File: config.mk
export PLATFORM = sky130hd
export DESIGN_NAME = vdp_host_port
export DESIGN_NICKNAME = d
export VERILOG_FILES = /design/src/rtl/vdp_hp_pkg.sv /design/src/rtl/hp_cmd_fsm.sv /design/src/rtl/hp_wr_queue.sv /design/src/rtl/hp_status.sv /design/src/rtl/vdp_host_port.sv
export SDC_FILE = /design/constraint.sdc
export NUM_CORES = 1
export LEC_CHECK = 0
export ABC_AREA = 1
export ABC_CLOCK_PERIOD_IN_PS = 2500
export BUFFER_PORTS_ARGS = -buffer_cell sky130_fd_sc_hd__buf_2
export CAP_MARGIN = 10
export CORE_MARGIN = 1.5
export CORE_UTILIZATION = 59
export CTS_BUF_LIST = sky130_fd_sc_hd__clkbuf_4 sky130_fd_sc_hd__clkbuf_8
export DETAILED_ROUTE_END_ITERATION = 8
export GPL_TIMING_DRIVEN = 0
export PLACE_DENSITY = 0.92
export SLEW_MARGIN = 30
export SYNTH_ARGS = -nofsm -noshare
export SYNTH_HDL_FRONTEND = slang
export SYNTH_HIERARCHICAL = 1
export SYNTH_SLANG_ARGS = --single-unit
File: constraint.sdc
create_clock -name clk -period 2.5 [get_ports clk]
set_input_delay 0.125 -clock clk [delete_from_list [all_inputs] [get_ports clk]]
set_output_delay 0.125 -clock clk [all_outputs]
set_load 0.02 [all_outputs]
File: src/rtl/vdp_hp_pkg.sv
package vdp_hp_pkg;
    localparam int ADDR_W = 16;
    localparam int CODE_W = 6;
    localparam int DATA_W = 16;

    typedef enum logic {
        CMD_IDLE = 1'b0,
        CMD_HALF = 1'b1
    } cmd_state_t;

    typedef struct packed {
        logic [DATA_W-1:0] data;
        logic [CODE_W-1:0] code;
        logic              partial;
    } wq_entry_t;
endpackage

File: src/rtl/hp_cmd_fsm.sv
module hp_cmd_fsm
    import vdp_hp_pkg::*;
#(
    parameter int STEP_W = 8
) (
    input  logic              clk,
    input  logic              rst_n,
    input  logic              ctrl_acc,
    input  logic              data_acc,
    input  logic              rd_req,
    input  logic [DATA_W-1:0] wr_val,
    input  logic [STEP_W-1:0] step,
    output logic [ADDR_W-1:0] addr_q,
    output logic [CODE_W-1:0] code_q,
    output logic              pending
);
    localparam int HI_ADDR = ADDR_W - 14;
    localparam int HI_CODE = CODE_W - 2;

    cmd_state_t state_q, state_d;
    logic [ADDR_W-1:0] addr_d;
    logic [CODE_W-1:0] code_d;

    // state register
    always_ff @(posedge clk) begin
        if (!rst_n) begin
            state_q <= CMD_IDLE;
            addr_q  <= '0;
            code_q  <= '0;
        end else begin
            state_q <= state_d;
            addr_q  <= addr_d;
            code_q  <= code_d;
        end
    end

    // next state and latch contents
    always_comb begin
        state_d = state_q;
        addr_d  = addr_q;
        code_d  = code_q;
        unique case (state_q)
            CMD_IDLE: begin
                if (ctrl_acc) begin
                    // FIRST_WORD
                    addr_d = {addr_q[ADDR_W-1:14], wr_val[13:0]};
                    code_d = {code_q[CODE_W-1:2], wr_val[15:14]};
                    state_d = CMD_HALF;
                end else if (data_acc) begin
                    addr_d = addr_q + ADDR_W'(step);
                end
            end
            CMD_HALF: begin
                if (ctrl_acc) begin
                    // SECOND_WORD
                    addr_d = {wr_val[HI_ADDR-1:0], addr_q[13:0]};
                    code_d = {wr_val[4 +: HI_CODE], code_q[1:0]};
                    state_d = CMD_IDLE;
                end else if (data_acc) begin
                    // CANCEL by data write
                    addr_d = addr_q + ADDR_W'(step);
                    state_d = CMD_IDLE;
                end else if (rd_req) begin
                    // CANCEL by status read
                    state_d = CMD_IDLE;
                end
            end
            default: state_d = CMD_IDLE;
        endcase
    end

    // outputs
    always_comb begin
        pending = (state_q == CMD_HALF);
    end

    AST_ADDR_STEP: assert property (@(posedge clk) disable iff (!rst_n)
        (data_acc && !ctrl_acc) |=> (addr_q == $past(addr_q) + ADDR_W'($past(step))));
    AST_SECOND_WORD: assert property (@(posedge clk) disable iff (!rst_n)
        (ctrl_acc && pending) |=> (!pending && addr_q[13:0] == $past(addr_q[13:0]) && code_q[1:0] == $past(code_q[1:0])));
    AST_FIRST_WORD: assert property (@(posedge clk) disable iff (!rst_n)
        (ctrl_acc && !pending) |=> (pending && addr_q[ADDR_W-1:14] == $past(addr_q[ADDR_W-1:14])));
    AST_RD_CANCEL: assert property (@(posedge clk) disable iff (!rst_n)
        (rd_req && !ctrl_acc && !data_acc) |=> (!pending && $stable(addr_q) && $stable(code_q)));
endmodule

File: src/rtl/hp_wr_queue.sv
module hp_wr_queue
    import vdp_hp_pkg::*;
#(
    parameter int DEPTH = 4
) (
    input  logic      clk,
    input  logic      rst_n,
    input  logic      push,
    input  wq_entry_t push_ent,
    input  logic      pop,
    output wq_entry_t head,
    output logic      empty,
    output logic      full
);
    localparam int PTR_W = (DEPTH > 1) ? $clog2(DEPTH) : 1;
    localparam int CNT_W = PTR_W + 1;

    wq_entry_t          slots [DEPTH];
    logic [PTR_W-1:0]   wr_ptr, rd_ptr;
    logic [CNT_W-1:0]   count;
    logic               do_pop;

    assign do_pop = pop && !empty;

    for (genvar i = 0; i < DEPTH; i++) begin : g_slot
        always_ff @(posedge clk) begin
            if (!rst_n) begin
                slots[i] <= '0;
            end else if (push && wr_ptr == PTR_W'(i)) begin
                slots[i] <= push_ent;
            end
        end
    end

    always_ff @(posedge clk) begin
        if (!rst_n) begin
            wr_ptr <= '0;
            rd_ptr <= '0;
            count  <= '0;
        end else begin
            if (push) begin
                wr_ptr <= (wr_ptr == PTR_W'(DEPTH - 1)) ? '0 : wr_ptr + 1'b1;
            end
            if (do_pop) begin
                rd_ptr <= (rd_ptr == PTR_W'(DEPTH - 1)) ? '0 : rd_ptr + 1'b1;
            end
            count <= count + CNT_W'(push) - CNT_W'(do_pop);
        end
    end

    always_comb begin
        empty = (count == '0);
        full  = (count == CNT_W'(DEPTH));
        head  = slots[rd_ptr];
    end

    AST_NO_OVERFLOW: assert property (@(posedge clk) disable iff (!rst_n)
        push |-> !full);
    AST_EMPTY_DRAIN: assert property (@(posedge clk) disable iff (!rst_n)
        (empty && pop && !push) |=> empty);
endmodule

File: src/rtl/hp_status.sv
module hp_status #(
    parameter int LINE_W     = 9,
    parameter int PAL_LINES  = 240,
    parameter int NTSC_LINES = 224
) (
    input  logic              q_empty,
    input  logic              q_full,
    input  logic              dma_on,
    input  logic [LINE_W-1:0] line,
    input  logic              pal,
    output logic [15:0]       word
);
    localparam logic [LINE_W-1:0] PAL_LIM  = LINE_W'(PAL_LINES);
    localparam logic [LINE_W-1:0] NTSC_LIM = LINE_W'(NTSC_LINES);

    logic blank;

    always_comb begin
        blank = (line >= (pal ? PAL_LIM : NTSC_LIM));
        word      = '0;
        word[9]   = q_empty;
        word[8]   = q_full;
        word[3]   = blank;
        word[1]   = dma_on;
    end
endmodule

File: src/rtl/vdp_host_port.sv
module vdp_host_port
    import vdp_hp_pkg::*;
#(
    parameter int Q_DEPTH    = 4,
    parameter int STEP_W     = 8,
    parameter int LINE_W     = 9,
    parameter int PAL_LINES  = 240,
    parameter int NTSC_LINES = 224
) (
    input  logic              clk,
    input  logic              rst_n,
    input  logic              ctrl_wr,
    input  logic              data_wr,
    input  logic              ctrl_rd,
    input  logic [15:0]       wr_data,
    input  logic [STEP_W-1:0] autoinc,
    input  logic              dma_running,
    input  logic [LINE_W-1:0] line_num,
    input  logic              pal_mode,
    input  logic              drain,
    output logic              busy,
    output logic [15:0]       status,
    output logic [15:0]       addr,
    output logic [5:0]        code,
    output logic              pending,
    output logic              head_valid,
    output logic [15:0]       head_data,
    output logic [5:0]        head_code,
    output logic              head_partial
);
    logic      ctrl_acc, data_acc, q_empty, q_full, wr_mode;
    wq_entry_t new_ent, head;

    always_comb begin
        wr_mode  = code[0];
        ctrl_acc = ctrl_wr && !dma_running;
        data_acc = data_wr && !ctrl_wr && !dma_running && wr_mode && !q_full;
        busy     = (dma_running && (ctrl_wr || data_wr))
                 || (data_wr && !ctrl_wr && wr_mode && q_full);
        new_ent.data    = wr_data;
        new_ent.code    = code;
        new_ent.partial = 1'b0;
    end

    hp_cmd_fsm #(.STEP_W(STEP_W)) u_cmd (
        .clk     (clk),
        .rst_n   (rst_n),
        .ctrl_acc(ctrl_acc),
        .data_acc(data_acc),
        .rd_req  (ctrl_rd),
        .wr_val  (wr_data),
        .step    (autoinc),
        .addr_q  (addr),
        .code_q  (code),
        .pending (pending)
    );

    hp_wr_queue #(.DEPTH(Q_DEPTH)) u_queue (
        .clk     (clk),
        .rst_n   (rst_n),
        .push    (data_acc),
        .push_ent(new_ent),
        .pop     (drain),
        .head    (head),
        .empty   (q_empty),
        .full    (q_full)
    );

    hp_status #(
        .LINE_W    (LINE_W),
        .PAL_LINES (PAL_LINES),
        .NTSC_LINES(NTSC_LINES)
    ) u_status (
        .q_empty(q_empty),
        .q_full (q_full),
        .dma_on (dma_running),
        .line   (line_num),
        .pal    (pal_mode),
        .word   (status)
    );

    always_comb begin
        head_valid   = !q_empty;
        head_data    = head.data;
        head_code    = head.code;
        head_partial = head.partial;
    end

    AST_DMA_FREEZE: assert property (@(posedge clk) disable iff (!rst_n)
        dma_running |=> ($stable(addr) && $stable(code)));
    AST_READ_DROP: assert property (@(posedge clk) disable iff (!rst_n)
        (data_wr && !ctrl_wr && !ctrl_rd && !code[0]) |=> ($stable(addr) && $stable(pending)));
    AST_PUSH_CLEARS: assert property (@(posedge clk) disable iff (!rst_n)
        (data_wr && !busy && code[0] && !ctrl_wr) |=> !pending);
    AST_STALL_HOLD: assert property (@(posedge clk) disable iff (!rst_n)
        (busy && !ctrl_wr && !dma_running) |=> $stable(addr));
endmodule

After elaboration in Yosys (flattened, before gate mapping):

Memory sizes are Yosys's and may differ from the RTL's. A register that Yosys moved wholly into a read port is not among the register bits.
Cells that the tools add are included.

* register bits after elaboration: 30
* latch bits: 0
* bits in writable memories: 88
* memory bits (read-only): 0
* bits of input ports: 41
* output and inout port bits: 64
* word-level logic and storage cells: 86
* memories kept: 1

* $add $sub $neg: 5
* $mul: 0
* divide/modulo/power cells: 0
* $lt $le $gt $ge: 1
* equal/unequal tests: 9
* shift operators: 0
* mux-type cells: 34
* bitwise gates (word level): 5
* reductions and logical operators: 23

Memories
* u_queue.slots: depth 4, bits a word 22, read ports 1, clocked after memory_dff 1, wr ports 4, line hp_wr_queue.sv:18 `wq_entry_t slots [DEPTH];`

Operators by type and width (count)
* $mux W22: 4
* $mux W16: 3
* $pmux W16 S2: 1
* $mux W1: 17
* $add A16 B8 Y16: 1
* $logic_and A1 B1 Y1: 13
* $pmux W6 S2: 1
* $mux W2: 5
* $ge A9 B9 Y1: 1
* $ne A2 B2 Y1 const B: 4
* $eq A2 B2 Y1 const B: 3
* $mux W6: 1
* $mux W5: 1
* $add A2 B1 Y2 const B: 2
* $logic_not A1 Y1: 4
* $or A1 B1 Y1: 4
* $reduce_and A2 Y1: 2
* $add A3 B1 Y3: 1
* $eq A3 B3 Y1 const B: 1
* $logic_not A3 Y1: 1
* $sub A3 B1 Y3: 1
* $eq A2 B1 Y1 const B: 1
* $logic_not A2 Y1: 1
* $logic_or A1 B1 Y1: 2
* 2 further kinds: 2

Depth between registers and ports, before layout:

* word-level depth: 10
* gate-level depth with buffers: 11
* mapped depth without buffers: 11

By module:

Netlist, hierarchy kept.

By module, submodules not included
* hp_wr_queue: instances 1, cells each 416, area an instance 4385.5 sq um, sequential area each 2942.8 sq um
* hp_cmd_fsm: instances 1, cells each 277, area an instance 1701.6 sq um, sequential area each 460.4 sq um
* hp_status: instances 1, cells each 35, area an instance 200.2 sq um, sequential area each 0.0 sq um
* vdp_host_port: instances 1, cells each 10, area an instance 45.0 sq um, sequential area each 0.0 sq um

Worst setup path after synthesis:

Ideal clock, no wire load.

* path kind: flip-flop to flip-flop
* start point: reg u_queue.count[1]
* end point: mem u_queue/slots[3][0] in the netlist's numbering, enable pin
* setup time: 0.381 ns
* arrival time: 1.805 ns
* required time: 2.119 ns
* path slack: 0.314 ns
* stages on the path, launching flop included: 9
* path buffers: 1
* clock period less this slack: 2.186 ns
* cell sequence: dfxtp_1 -> inv_1 -> nand2_1 -> nor2_1 -> or2_0 -> nor2_1 -> buf_4 -> nand2_1 -> nand2_1

RTL lines
* start, declared: line hp_wr_queue.sv:20 `logic [CNT_W-1:0] count;`
* start signal, assigned: line hp_wr_queue.sv:47 `count <= count + CNT_W'(push) - CNT_W'(do_pop);`
* end, declared: line hp_wr_queue.sv:18

==> out/qor.yml <==
critical_path:
  required_ns: 2.78
  arrival_ns: 2.58
  setup.worst_path.start_class: "flip-flop"
  critPathMaxFanout: 10
  startpoint: "u_queue/count[1]"
  worst-setup-path-type: "reg2reg"
  worstReg2RegStart: "u_queue/count[1]"
  worst_setup_path_end_kind: "flip-flop"
layout:
  final_cell_mix: "nor2_1 (185), buf_2 (108), nand2_1 (93)"
  nets: 924
  drive_gt1_frac: 0.2096
  final_design_area_no_fill_um2: 7518
  area_growth_syn_to_layout_pct: 18.73
  utilization: 0.7250
  diodes: 0
  fillers: 711
  layout_commonest_cell: "nor2_1"
placement:
  placed_area_um2: 7014
  dp_hpwl_mm: 11.36
  dp_slack_ns: 0.001364
  portBuffers: 92
  routabilityCongestion: 0.8860
run_status:
  run_status: "completed"
routing:
  wl_per_cell_um: 16.83
  drt_pass1_iterations: 6
  wirelength_mm: 17.07
  num_vias: 5777
  ant_nets: 0
  vias_per_cell: 5.697
  drtIter0Drc: 721
  drc_errors: 0
timing:
  clock_skew_ns: 0.009385
  slew-limit-headroom: 0.6558
  post-route-period-util: 0.9197
  setup_ws_ns: 0.2007
  rsz0062_at_grt: "no"
  finalCriticalPeriod_ns: 2.299
  finalHoldViolations: 0
  hold_slack_ns: 0.02727
  fmax_ghz: 0.4349
  finalMaxSlewViolations: 0
  setup-violations-final: 0
  worst_pin_slew_ns: 0.5163
die:
  initial_core_util: 0.6106
  die_h_um: 106.6
  ios: 105
  core_um2: 10370
  die_area_um2: 11360
  row_count: 37
  die_x_um: 106.6
clock_tree:
  cts.reportedPaths.clkPinSlew_ns: 0.07
  cts-htree-levels: 4
  clockBufferDepth: 2
  cts_setup_buffers: 0
  cts_buffers: 17
  clk_latency_ns: 0.44
  clockRootBuffer: "clkbuf_8"
  cts_sinks: 124
  cts_tree: "built"
power:
  p_leak_nw: 3.370
  vdd_drop_max_v: 0.0004750
  pwr_density_cell_nw_per_um2: 820.2
logic_synthesis:
  synth-seq-cells: 124
  synth_edf_count: 92
  yosysUniqueCellTypes: 39
  ys_warn_count: 6
  synth_seq_area_share: 0.5374
  avgSynthCellArea_um2: 8.580
  synthFlopType: "edfxtp_1"
  syn-instance-count: 738
  async_flop_share: 0
  netlist_area_um2: 6332
global_route:
  grt_overflow_total: 0
  track_usage: 0.3085
  antenna_found_initial: 0
  grt_max_degree: 25
  grt_pass1_wl_mm: 26.98
  grt_pass1_vias: 5498
worst_hold_path:
  worstHoldStart: "wr_data[6]"
  hp-class: "in2reg"
flow_run:
  maxCapViolations: 0
## cell families after synthesis
logic type      share of synthesized area
fa+ha+maj                         0.03794
simple gates                       0.2183
flops                              0.5374
compound gates                     0.1061
xor+xnor                         0.005534
buf+inv                           0.09346
other cells                      0.001186
## stage by stage
stage	setup TNS (ns)	total power, mW	std cells
2_1_floorplan	0	3.667	749
3_3_place_gp	-22.99	4.196	977
3_5_place_dp	0	4.259	977
4_1_cts	0	6.134	1014
5_1_grt	0	6.425	1014
6_report	0	6.166	1014
## registers in the layout (all words and copies together) (netlist names), named ones only
name and flops:
u_queue/count 3, u_queue/wr_ptr 2, u_cmd/pending 1, u_cmd/addr_q 16
u_queue/slots 92, u_cmd/code_q 6, u_queue/rd_ptr 2
## critical path, stage by stage (launching register included)
cell	delay, ns
dfxtp_1	0.42
inv_1	0.07
nand2_1	0.09
nor2_1	0.09
or2_0	0.24
nor2_2	0.30
buf_4	0.26
nand3_1	0.24
buf_2	0.29
nor2_1	0.16
## final timing paths
| path | endpoint | cells past startpoint | slack, ns |
|---|---|---|---|
| max | u_queue/slots[2][4] | 9 | 0.20 |
| min | u_cmd/code_q[4] | 3 | 0.03 |
| max reg2reg | u_queue/slots[2][4] | 9 | 0.20 |
| min reg2reg | u_cmd/addr_q[0] | 2 | 0.54 |
## timing repair
action                                  in CTS  in global routing
endpoints found under the setup margin      69                 98
hold buffers                                 5                  0
hold endpoints to repair                     5                  0
gates resized for setup                      3                  2
## Yosys cell counts, drive strengths merged (2+ instances only)
cell,instances,area share
nor3,2,0.0016
nand2,100,0.060
nand3,42,0.037
xnor2,2,0.0028
inv,79,0.047
ha,16,0.032
edfxtp,92,0.44
or2,2,0.0020
a31oi,4,0.0040
nor4,2,0.0020
dfxtp,32,0.10
conb,2,0.0012
buf,39,0.041
nor2,188,0.11
xor2,2,0.0028
o22ai,23,0.023
a21oi,25,0.020
clkinv,2,0.0012
fa,2,0.0063
o21ai,68,0.054
clkbuf,8,0.0049
## cell type report
cell class / count / area, um^2 / area share
clock buffers: 17 / 234.0 / 0.03112
well taps: 136 / 170.2 / 0.02263
flip-flops and latches: 124 / 3403 / 0.4527
plain buffers: 47 / 287.8 / 0.03828
multi-input cells: 497 / 2411 / 0.3207
inverters: 81 / 304.0 / 0.04044
repair buffers: 97 / 510.5 / 0.06790
clock inverters: 15 / 197.7 / 0.02629
## metal layers
layer,global-route usage,vias up,wire [um],part of all wire
met5,0,-,0,0
met4,0.1190,0,478,0.028
met3,0.07112,57,1955,0.11
met2,0.5293,438,8361,0.49
met1,0.3787,2616,6272,0.37
li1,-,2666,-,-
## report_power, final
part	internal (mW)	switching, mW
Combinational	0.612	1.24
Sequential	2.32	0.0898
Clock	1.08	0.816
Total	4.02	2.15
Note: power is estimated with default switching activity, not from simulation.
